[src/rtl/exc_arb_pkg.sv]
package exc_arb_pkg;
  localparam int PRIO_W   = 3;
  localparam int FIXED_N  = 3;
  localparam int SYS_N    = 7;
  localparam int SYS_BASE = 4;
  localparam int IRQ_BASE = 16;
  localparam int RANK_W   = $clog2(FIXED_N + (1 << PRIO_W));

  // strobes from control to datapath
  typedef struct packed {
    logic [PRIO_W-1:0] subMask;
    logic              ignoreActive;
  } ctrl_t;

  // preemption level: fixed ranks unchanged, programmable ranks lose subpriority bits
  function automatic logic [RANK_W-1:0] preemptLevel(input logic [RANK_W-1:0] rank,
                                                     input logic [PRIO_W-1:0] subMask);
    logic [RANK_W-1:0] off;
    if (rank < RANK_W'(FIXED_N)) return rank;
    off = rank - RANK_W'(FIXED_N);
    return RANK_W'(FIXED_N) + (off & ~RANK_W'(subMask));
  endfunction
endpackage

[src/rtl/exc_arb_ctrl.sv]
module exc_arb_ctrl
  import exc_arb_pkg::*;
(
  input  logic       clk,
  input  logic       rstN,
  input  logic [1:0] grouping,
  input  logic       activeValid,
  input  logic       handlerReturn,
  input  logic       eligible,
  output ctrl_t      ctrl,
  output logic       preemptReq,
  output logic       tailChain
);
  always_comb begin
    ctrl.subMask      = PRIO_W'((1 << grouping) - 1);
    ctrl.ignoreActive = !activeValid;
  end

  always_ff @(posedge clk or negedge rstN) begin
    if (!rstN) begin
      preemptReq <= 1'b0;
      tailChain  <= 1'b0;
    end else begin
      preemptReq <= eligible && !handlerReturn;
      tailChain  <= eligible && handlerReturn;
    end
  end

  a_r7_exclusive: assert property (@(posedge clk) disable iff (!rstN)
    $onehot0({preemptReq, tailChain}));
  a_r7_tail_after_return: assert property (@(posedge clk) disable iff (!rstN)
    $rose(tailChain) |-> $past(handlerReturn));
  a_r6_preempt_no_return: assert property (@(posedge clk) disable iff (!rstN)
    $rose(preemptReq) |-> !$past(handlerReturn));
endmodule

[src/rtl/exc_arb_dp.sv]
module exc_arb_dp
  import exc_arb_pkg::*;
#(
  parameter int NUM_IRQ = 16,
  parameter int NUM_W   = 8
) (
  input  logic                      clk,
  input  logic                      rstN,
  input  ctrl_t                     ctrl,
  input  logic                      rstPend,
  input  logic                      nmiPend,
  input  logic                      hfPend,
  input  logic [SYS_N-1:0]          sysPend,
  input  logic [SYS_N*PRIO_W-1:0]   sysPrio,
  input  logic [NUM_IRQ-1:0]        irqPend,
  input  logic [NUM_IRQ-1:0]        irqEn,
  input  logic [NUM_IRQ*PRIO_W-1:0] irqPrio,
  input  logic [RANK_W-1:0]         activeRank,
  output logic                      eligible,
  output logic                      excValid,
  output logic [NUM_W-1:0]          excNum,
  output logic [RANK_W-1:0]         excRank
);
  localparam int CAND_N = FIXED_N + SYS_N + NUM_IRQ;

  logic              candValid [CAND_N];
  logic [RANK_W-1:0] candRank  [CAND_N];
  logic [NUM_W-1:0]  candNum   [CAND_N];

  assign candValid[0] = rstPend;
  assign candValid[1] = nmiPend;
  assign candValid[2] = hfPend;

  for (genvar f = 0; f < FIXED_N; f++) begin : g_fixed
    assign candRank[f] = RANK_W'(f);
    assign candNum[f]  = NUM_W'(f + 1);
  end

  for (genvar k = 0; k < SYS_N; k++) begin : g_sys
    assign candValid[FIXED_N+k] = sysPend[k];
    assign candRank[FIXED_N+k]  = RANK_W'(FIXED_N) + RANK_W'(sysPrio[k*PRIO_W +: PRIO_W]);
    assign candNum[FIXED_N+k]   = NUM_W'(SYS_BASE + k);
  end

  for (genvar i = 0; i < NUM_IRQ; i++) begin : g_irq
    assign candValid[FIXED_N+SYS_N+i] = irqPend[i] & irqEn[i];
    assign candRank[FIXED_N+SYS_N+i]  = RANK_W'(FIXED_N) + RANK_W'(irqPrio[i*PRIO_W +: PRIO_W]);
    assign candNum[FIXED_N+SYS_N+i]   = NUM_W'(IRQ_BASE + i);
  end

  logic              found;
  logic [RANK_W-1:0] bestRank;
  logic [NUM_W-1:0]  bestNum;

  // candidates are ordered by exception number; strict compare keeps the lowest number on ties
  always_comb begin
    found    = 1'b0;
    bestRank = '0;
    bestNum  = '0;
    for (int c = 0; c < CAND_N; c++) begin
      if (candValid[c] && (!found || candRank[c] < bestRank)) begin
        found    = 1'b1;
        bestRank = candRank[c];
        bestNum  = candNum[c];
      end
    end
    eligible = found && (ctrl.ignoreActive ||
               preemptLevel(bestRank, ctrl.subMask) < preemptLevel(activeRank, ctrl.subMask));
  end

  always_ff @(posedge clk or negedge rstN) begin
    if (!rstN) begin
      excValid <= 1'b0;
      excNum   <= '0;
      excRank  <= '0;
    end else begin
      excValid <= found;
      excNum   <= bestNum;
      excRank  <= bestRank;
    end
  end

  a_r9_idle_zero: assert property (@(posedge clk) disable iff (!rstN)
    !excValid |-> (excNum == '0 && excRank == '0));
  a_r8_one_stage: assert property (@(posedge clk) disable iff (!rstN)
    $rose(excValid) |-> $past(rstPend || nmiPend || hfPend || (|sysPend) || (|(irqPend & irqEn))));
  a_r2_reset_first: assert property (@(posedge clk) disable iff (!rstN)
    $past(rstPend) && $past(rstN) |-> excNum == NUM_W'(1));
endmodule

[src/rtl/exc_arbiter.sv]
module exc_arbiter
  import exc_arb_pkg::*;
#(
  parameter int NUM_IRQ = 16
) (
  input  logic                      clk,
  input  logic                      rstN,
  input  logic                      rstPend,
  input  logic                      nmiPend,
  input  logic                      hfPend,
  input  logic [SYS_N-1:0]          sysPend,
  input  logic [SYS_N*PRIO_W-1:0]   sysPrio,
  input  logic [NUM_IRQ-1:0]        irqPend,
  input  logic [NUM_IRQ-1:0]        irqEn,
  input  logic [NUM_IRQ*PRIO_W-1:0] irqPrio,
  input  logic [1:0]                grouping,
  input  logic                      activeValid,
  input  logic [RANK_W-1:0]         activeRank,
  input  logic                      handlerReturn,
  output logic                      excValid,
  output logic [7:0]                excNum,
  output logic [RANK_W-1:0]         excRank,
  output logic                      preemptReq,
  output logic                      tailChain
);
  ctrl_t ctrl;
  logic  eligible;

  exc_arb_ctrl u_ctrl (
    .clk(clk), .rstN(rstN), .grouping(grouping), .activeValid(activeValid),
    .handlerReturn(handlerReturn), .eligible(eligible), .ctrl(ctrl),
    .preemptReq(preemptReq), .tailChain(tailChain)
  );

  exc_arb_dp #(.NUM_IRQ(NUM_IRQ), .NUM_W(8)) u_dp (
    .clk(clk), .rstN(rstN), .ctrl(ctrl), .rstPend(rstPend), .nmiPend(nmiPend),
    .hfPend(hfPend), .sysPend(sysPend), .sysPrio(sysPrio), .irqPend(irqPend),
    .irqEn(irqEn), .irqPrio(irqPrio), .activeRank(activeRank), .eligible(eligible),
    .excValid(excValid), .excNum(excNum), .excRank(excRank)
  );

  a_r6_request_has_winner: assert property (@(posedge clk) disable iff (!rstN)
    (preemptReq || tailChain) |-> excValid);
endmodule

[config.mk]
export PLATFORM = sky130hd
export DESIGN_NAME = exc_arbiter
export DESIGN_NICKNAME = d
export VERILOG_FILES = /design/src/rtl/exc_arb_pkg.sv /design/src/rtl/exc_arb_ctrl.sv /design/src/rtl/exc_arb_dp.sv /design/src/rtl/exc_arbiter.sv
export SDC_FILE = /design/constraint.sdc
export NUM_CORES = 1
export LEC_CHECK = 0
export BUFFER_PORTS_ARGS = -buffer_cell sky130_fd_sc_hd__buf_2
export CORE_MARGIN = 2
export CORE_UTILIZATION = 45
export CTS_BUF_LIST = sky130_fd_sc_hd__clkbuf_4 sky130_fd_sc_hd__clkbuf_8
export DETAILED_ROUTE_END_ITERATION = 8
export PLACE_DENSITY = 0.77
export SLEW_MARGIN = 10
export SYNTH_ARGS = -nofsm -noshare
export SYNTH_HDL_FRONTEND = slang
export SYNTH_HIERARCHICAL = 1
export SYNTH_SLANG_ARGS = --single-unit
export TNS_END_PERCENT = 30
[constraint.sdc]
create_clock -name clk -period 0.8 [get_ports clk]
set_input_delay 0.16 -clock clk [delete_from_list [all_inputs] [get_ports clk]]
set_output_delay 0.16 -clock clk [all_outputs]
set_load 0.05 [all_outputs]
==> results of run 1 <==
-- synth_stat cells, types with 7 or more instances --
cell type / count
and3_1: 7
nor2b_1: 7
dfrtp_1: 12
o21a_1: 38
a21o_1: 17
nor2_1: 79
o21ai_1: 7
a31oi_1: 12
xor2_1: 7
nand3_1: 32
mux2_2: 15
ha_1: 79
o31a_1: 7
or2_2: 9
and2_1: 10
xnor2_1: 18
o21ai_0: 55
clkbuf_1: 10
nand2_1: 96
nand2b_1: 9
inv_1: 92
o211ai_1: 22
nor3_1: 17
a21oi_1: 70
a211oi_1: 14
mux2i_1: 10
a21boi_1: 7
-- through the flow --
stage          utilization [%]  setup TNS (ps)  hold WS (ps)  setup slack [ps]
2_1_floorplan                -         -318360        -135.6            -30050
3_3_place_gp             77.22         -316960         31.93            -29510
3_5_place_dp             77.22         -328360         52.74            -30590
4_1_cts                  87.89         -325230         75.94            -29680
-- per-layer routing --
metal,track usage (%),overflow
met1,72.80,1
met3,63.56,0
met5,32.29,0
met4,73.22,30
met2,93.20,52
-- kinds of logic after synthesis --
logic type	Yosys count	share of synthesized area (%)
simple gates	306	23.40
fa+ha+maj	81	15.83
mux	28	4.928
buf+inv	107	6.656
compound gates	354	40.98
xor+xnor	25	3.436
other cells	1	0.05885
flops	12	4.712
-- what timing repair did --
item / in CTS
endpoints found under the hold margin: 12
gates resized for setup: 110
pin swaps: 66
setup endpoints to repair: 24
setup buffers: 134
hold buffers: 1
==> flow_summary.yaml, run 1 <==
run_status:
  status: "stopped before the end"
  stop_stage: "global routing"
  error_line: "[ERROR GRT-0232] Routing congestion too high. Check the congestion heatmap in the GUI."
global_routing:
  grt-ovfl-total: 83
  grtUsageTotal_pct: 75.50
  grt_max_degree: 13
clock_network:
  h-tree-depth: 1
  clockBufferDepth: 2
  cts.sink_count: 12
  cts_buffers: 3
  root_buffer: "clkbuf_8"
placed_design:
  placed_area_um2: 10720
  io_buffer_count: 132
  gp_congestion: 0.9336
  dp_hpwl_mm: 20.58
  place_inst: 1597
synth:
  synth.area.top_cells: "ha_1 16%, nand2_1 5.7%, a21oi_1 5.5%"
  syn_area_per_cell_um2: 6.972
  synth-seq-area-share_pct: 4.712
  syn_inst: 914
  yosys_warnings: 6
  synth_edf_count: 0
  synth_top_area_share_pct: 15.51
  yosys.area.top_type: "ha_1"
  synth_seq_cells: 12
  async_reset_ff_share_pct: 100.0
  ys_types: 99
  synth_ff_type: "dfrtp_1"
  syn-cell-area_um2: 6372
timing:
  crit_endpoint: "u_ctrl/tailChain$_DFF_PN0_/D"
  worstEndpointType: "sequential cell input"
floorplan:
  core.rowCount: 43
  start_util_pct: 45.91
  die_h_um: 123
  boundaryPins: 136
  die_x_um: 123
==> inputs of run 2 (changes only) <==
--- a/config.mk
+++ b/config.mk
@@ -7,10 +7,9 @@
 export LEC_CHECK = 0
 export BUFFER_PORTS_ARGS = -buffer_cell sky130_fd_sc_hd__buf_2
 export CORE_MARGIN = 2
-export CORE_UTILIZATION = 45
-export CTS_BUF_LIST = sky130_fd_sc_hd__clkbuf_4 sky130_fd_sc_hd__clkbuf_8
+export CORE_UTILIZATION = 30
 export DETAILED_ROUTE_END_ITERATION = 8
-export PLACE_DENSITY = 0.77
+export PLACE_DENSITY_LB_ADDON = 0.15
 export SLEW_MARGIN = 10
 export SYNTH_ARGS = -nofsm -noshare
 export SYNTH_HDL_FRONTEND = slang
==> flow_summary.yaml, run 2 <==
synth:
  syn_inst: 914
  synth.area.top_cells: "ha_1 16%, nand2_1 5.7%, a21oi_1 5.5%"
  yosysMostFrequentCell: "nand2_1"
  async_reset_ff_share_pct: 100.0
  synth_top_area_share_pct: 15.51
  synthTopCellsByCount: "96 x nand2_1, 92 x inv_1, 79 x ha_1, 79 x nor2_1, 70 x a21oi_1"
  yosys.area.top_type: "ha_1"
  yosys_warnings: 6
  syn_area_per_cell_um2: 6.972
  synth_edf_count: 0
  synth_ff_type: "dfrtp_1"
  synth-seq-area-share_pct: 4.712
  syn-cell-area_um2: 6372
  synth_seq_cells: 12
  ys_types: 99
run_status:
  status: "complete, but fails checks"
  violations: "negative setup slack"
global_routing:
  grt_pass1_wl_mm: 38.06
  first_global_vias: 8608
  grt-ovfl-total: 0
  grtUsageTotal_pct: 20.12
  antenna_found_initial: 0
  grt_max_degree: 13
worst_hold_path:
  min_path_type: "in -> reg"
layout:
  largest_reg_flops: 5
  final_design_area_no_fill_um2: 12710
  reg_top3: "u_dp/excNum: 5 flops, u_dp/excRank: 4 flops"
  fillers: 1875
  syn_to_final_growth_pct: 99.49
  drive_above_1_share_pct: 57.71
  nNetsFinal: 1757
  num_antenna_cells: 0
  finalNonFillerCells: 1831
  final_common_cell: "buf_4"
  top_register: "u_dp/excNum"
  final_cell_mix: "509 x buf_4, 118 x buf_2, 87 x inv_1, 86 x nand2_1, 61 x nor2_1"
timing:
  hold_viol: 0
  setup_viol: 24
  setup_slack_ps: -29540
  rsz0062_at_grt: "true"
  drv_slew: 0
  slew_headroom_pct: 63.57
  fin_crit_ps: 30340
  fmax_ghz: 0.03296
  fin_crit_sh_pct: 3792
  tightest_slew_ps: 539.4
route:
  wire_per_inst_um: 13.23
  drt_first_pass_iters: 5
  drt_wl_total_mm: 24.22
  drt_iter0_drc: 294
  remaining_drc_errors: 0
  postRouteAntennaNets: 0
  vias: 8994
  viasPerCell: 4.912
clock_network:
  root_buffer: "clkbuf_16"
  cts.sink_count: 12
  h-tree-depth: 1
  clkTransAtPathRegs_ps: 40
  cts_buffers: 3
  tritoncts: "yes"
  clockBufferDepth: 2
placed_design:
  dp_hpwl_mm: 19.67
  pre_cts_slack_ps: -30440
  place_inst: 1732
  io_buffer_count: 132
  gp_congestion: 0.8642
  placed_area_um2: 11140
floorplan:
  core_um2: 20960
  die_h_um: 149.7
  start_util_pct: 30.41
  die_x_um: 149.7
  core.rowCount: 53
  boundaryPins: 136
  die-area_um2: 22420
critical_path:
  critical_path_arrival_ps: 30460
  end_kind: "register"
  critPathMaxStageDelay_ps: 510
  start_kind: "input port"
  crit_top_cell: "ha_4"
  crit_path_top_delay_cell: "or4b_4"
  critPathKind: "in -> reg"
  required_ps: 930
  cp_max_fo: 5
flow_run:
  cap_violations: 0
power_and_ir_drop:
  leakagePower_uw: 0.006188
  ir_drop_mv: 2.952
  p_per_area_nw_per_um2: 5127
-- run 2: logic make-up (layout without fill, tap and decap cells) --
family          after synthesis  count (layout)  share of synthesized area, %
simple gates                306             306                         23.40
xor+xnor                     25              25                         3.436
compound gates              354             354                         40.98
buf+inv                     107             747                         6.656
mux                          28              28                         4.928
flops                        12              12                         4.712
fa+ha+maj                    81              81                         15.83
other cells                   1               3                       0.05885
-- run 2: final timing paths --
path,from,end,slack [ps],cells past startpoint
max in group asynchronous,rstN,u_dp/excNum[0]$_DFF_PN0_,240,2
min in group asynchronous,rstN,u_dp/excRank[1]$_DFF_PN0_,330,2
min,handlerReturn,u_ctrl/preemptReq$_DFF_PN0_,80,2
max,sysPrio[1],u_ctrl/tailChain$_DFF_PN0_,-29540,168
-- run 2: final cells by class --
class	count	area, µm²	share of cell area, %
Multi-Input combinational cell	797	6927	54.49
Timing Repair Buffer	651	4690	36.89
Inverter	92	362.8	2.854
Tap cell	275	344.1	2.707
Sequential cell	12	300.3	2.362
Clock buffer	4	88.84	0.6988
-- run 2: where the power goes --
group          switching [µW]  leakage, µW  internal [µW]
combinational           28300      0.00601          34700
sequential                127     0.000133           1000
clock                     267    0.0000442            755
-- run 2: stage by stage --
step	setup TNS, ps	hold slack (ps)	power (µW)	util, %
5_1_grt	-332480	84.13	70100	60.66
2_1_floorplan	-318360	-135.6	32530	-
6_report	-317500	84.32	65180	60.66
4_1_cts	-315920	80.02	57930	57.14
3_5_place_dp	-326570	58.07	51930	53.15
3_3_place_gp	-321480	58.44	51220	53.15
-- run 2: repair_timing --
item	in CTS	in global routing
resized for setup	73	95
setup buffers	60	34
endpoints found under the hold margin	12	0
endpoints found under the setup margin	24	24
pin swaps	43	81
hold buffers	1	0
-- run 2: metal layers --
metal  share of wire, %  GRT usage (%)  up-vias
met1                 47          26.35     4138
met5                  0              0        -
met4               0.63          2.075        0
met3                2.5          1.159       14
li1                   -              -     4696
met2                 50          37.41      146
-- run 2: worst max-delay path, delay by kind of cell --
family,cells,cell delay [ps]
multiplexers,11,3570
AND/OR/NAND/NOR,47,6620
AO/OA/AOI/OAI,78,13030
XOR/XNOR,1,170
buffers and inverters,6,650
adder cells (fa/ha/maj),25,6200
(Power assumes the default switching activity.)
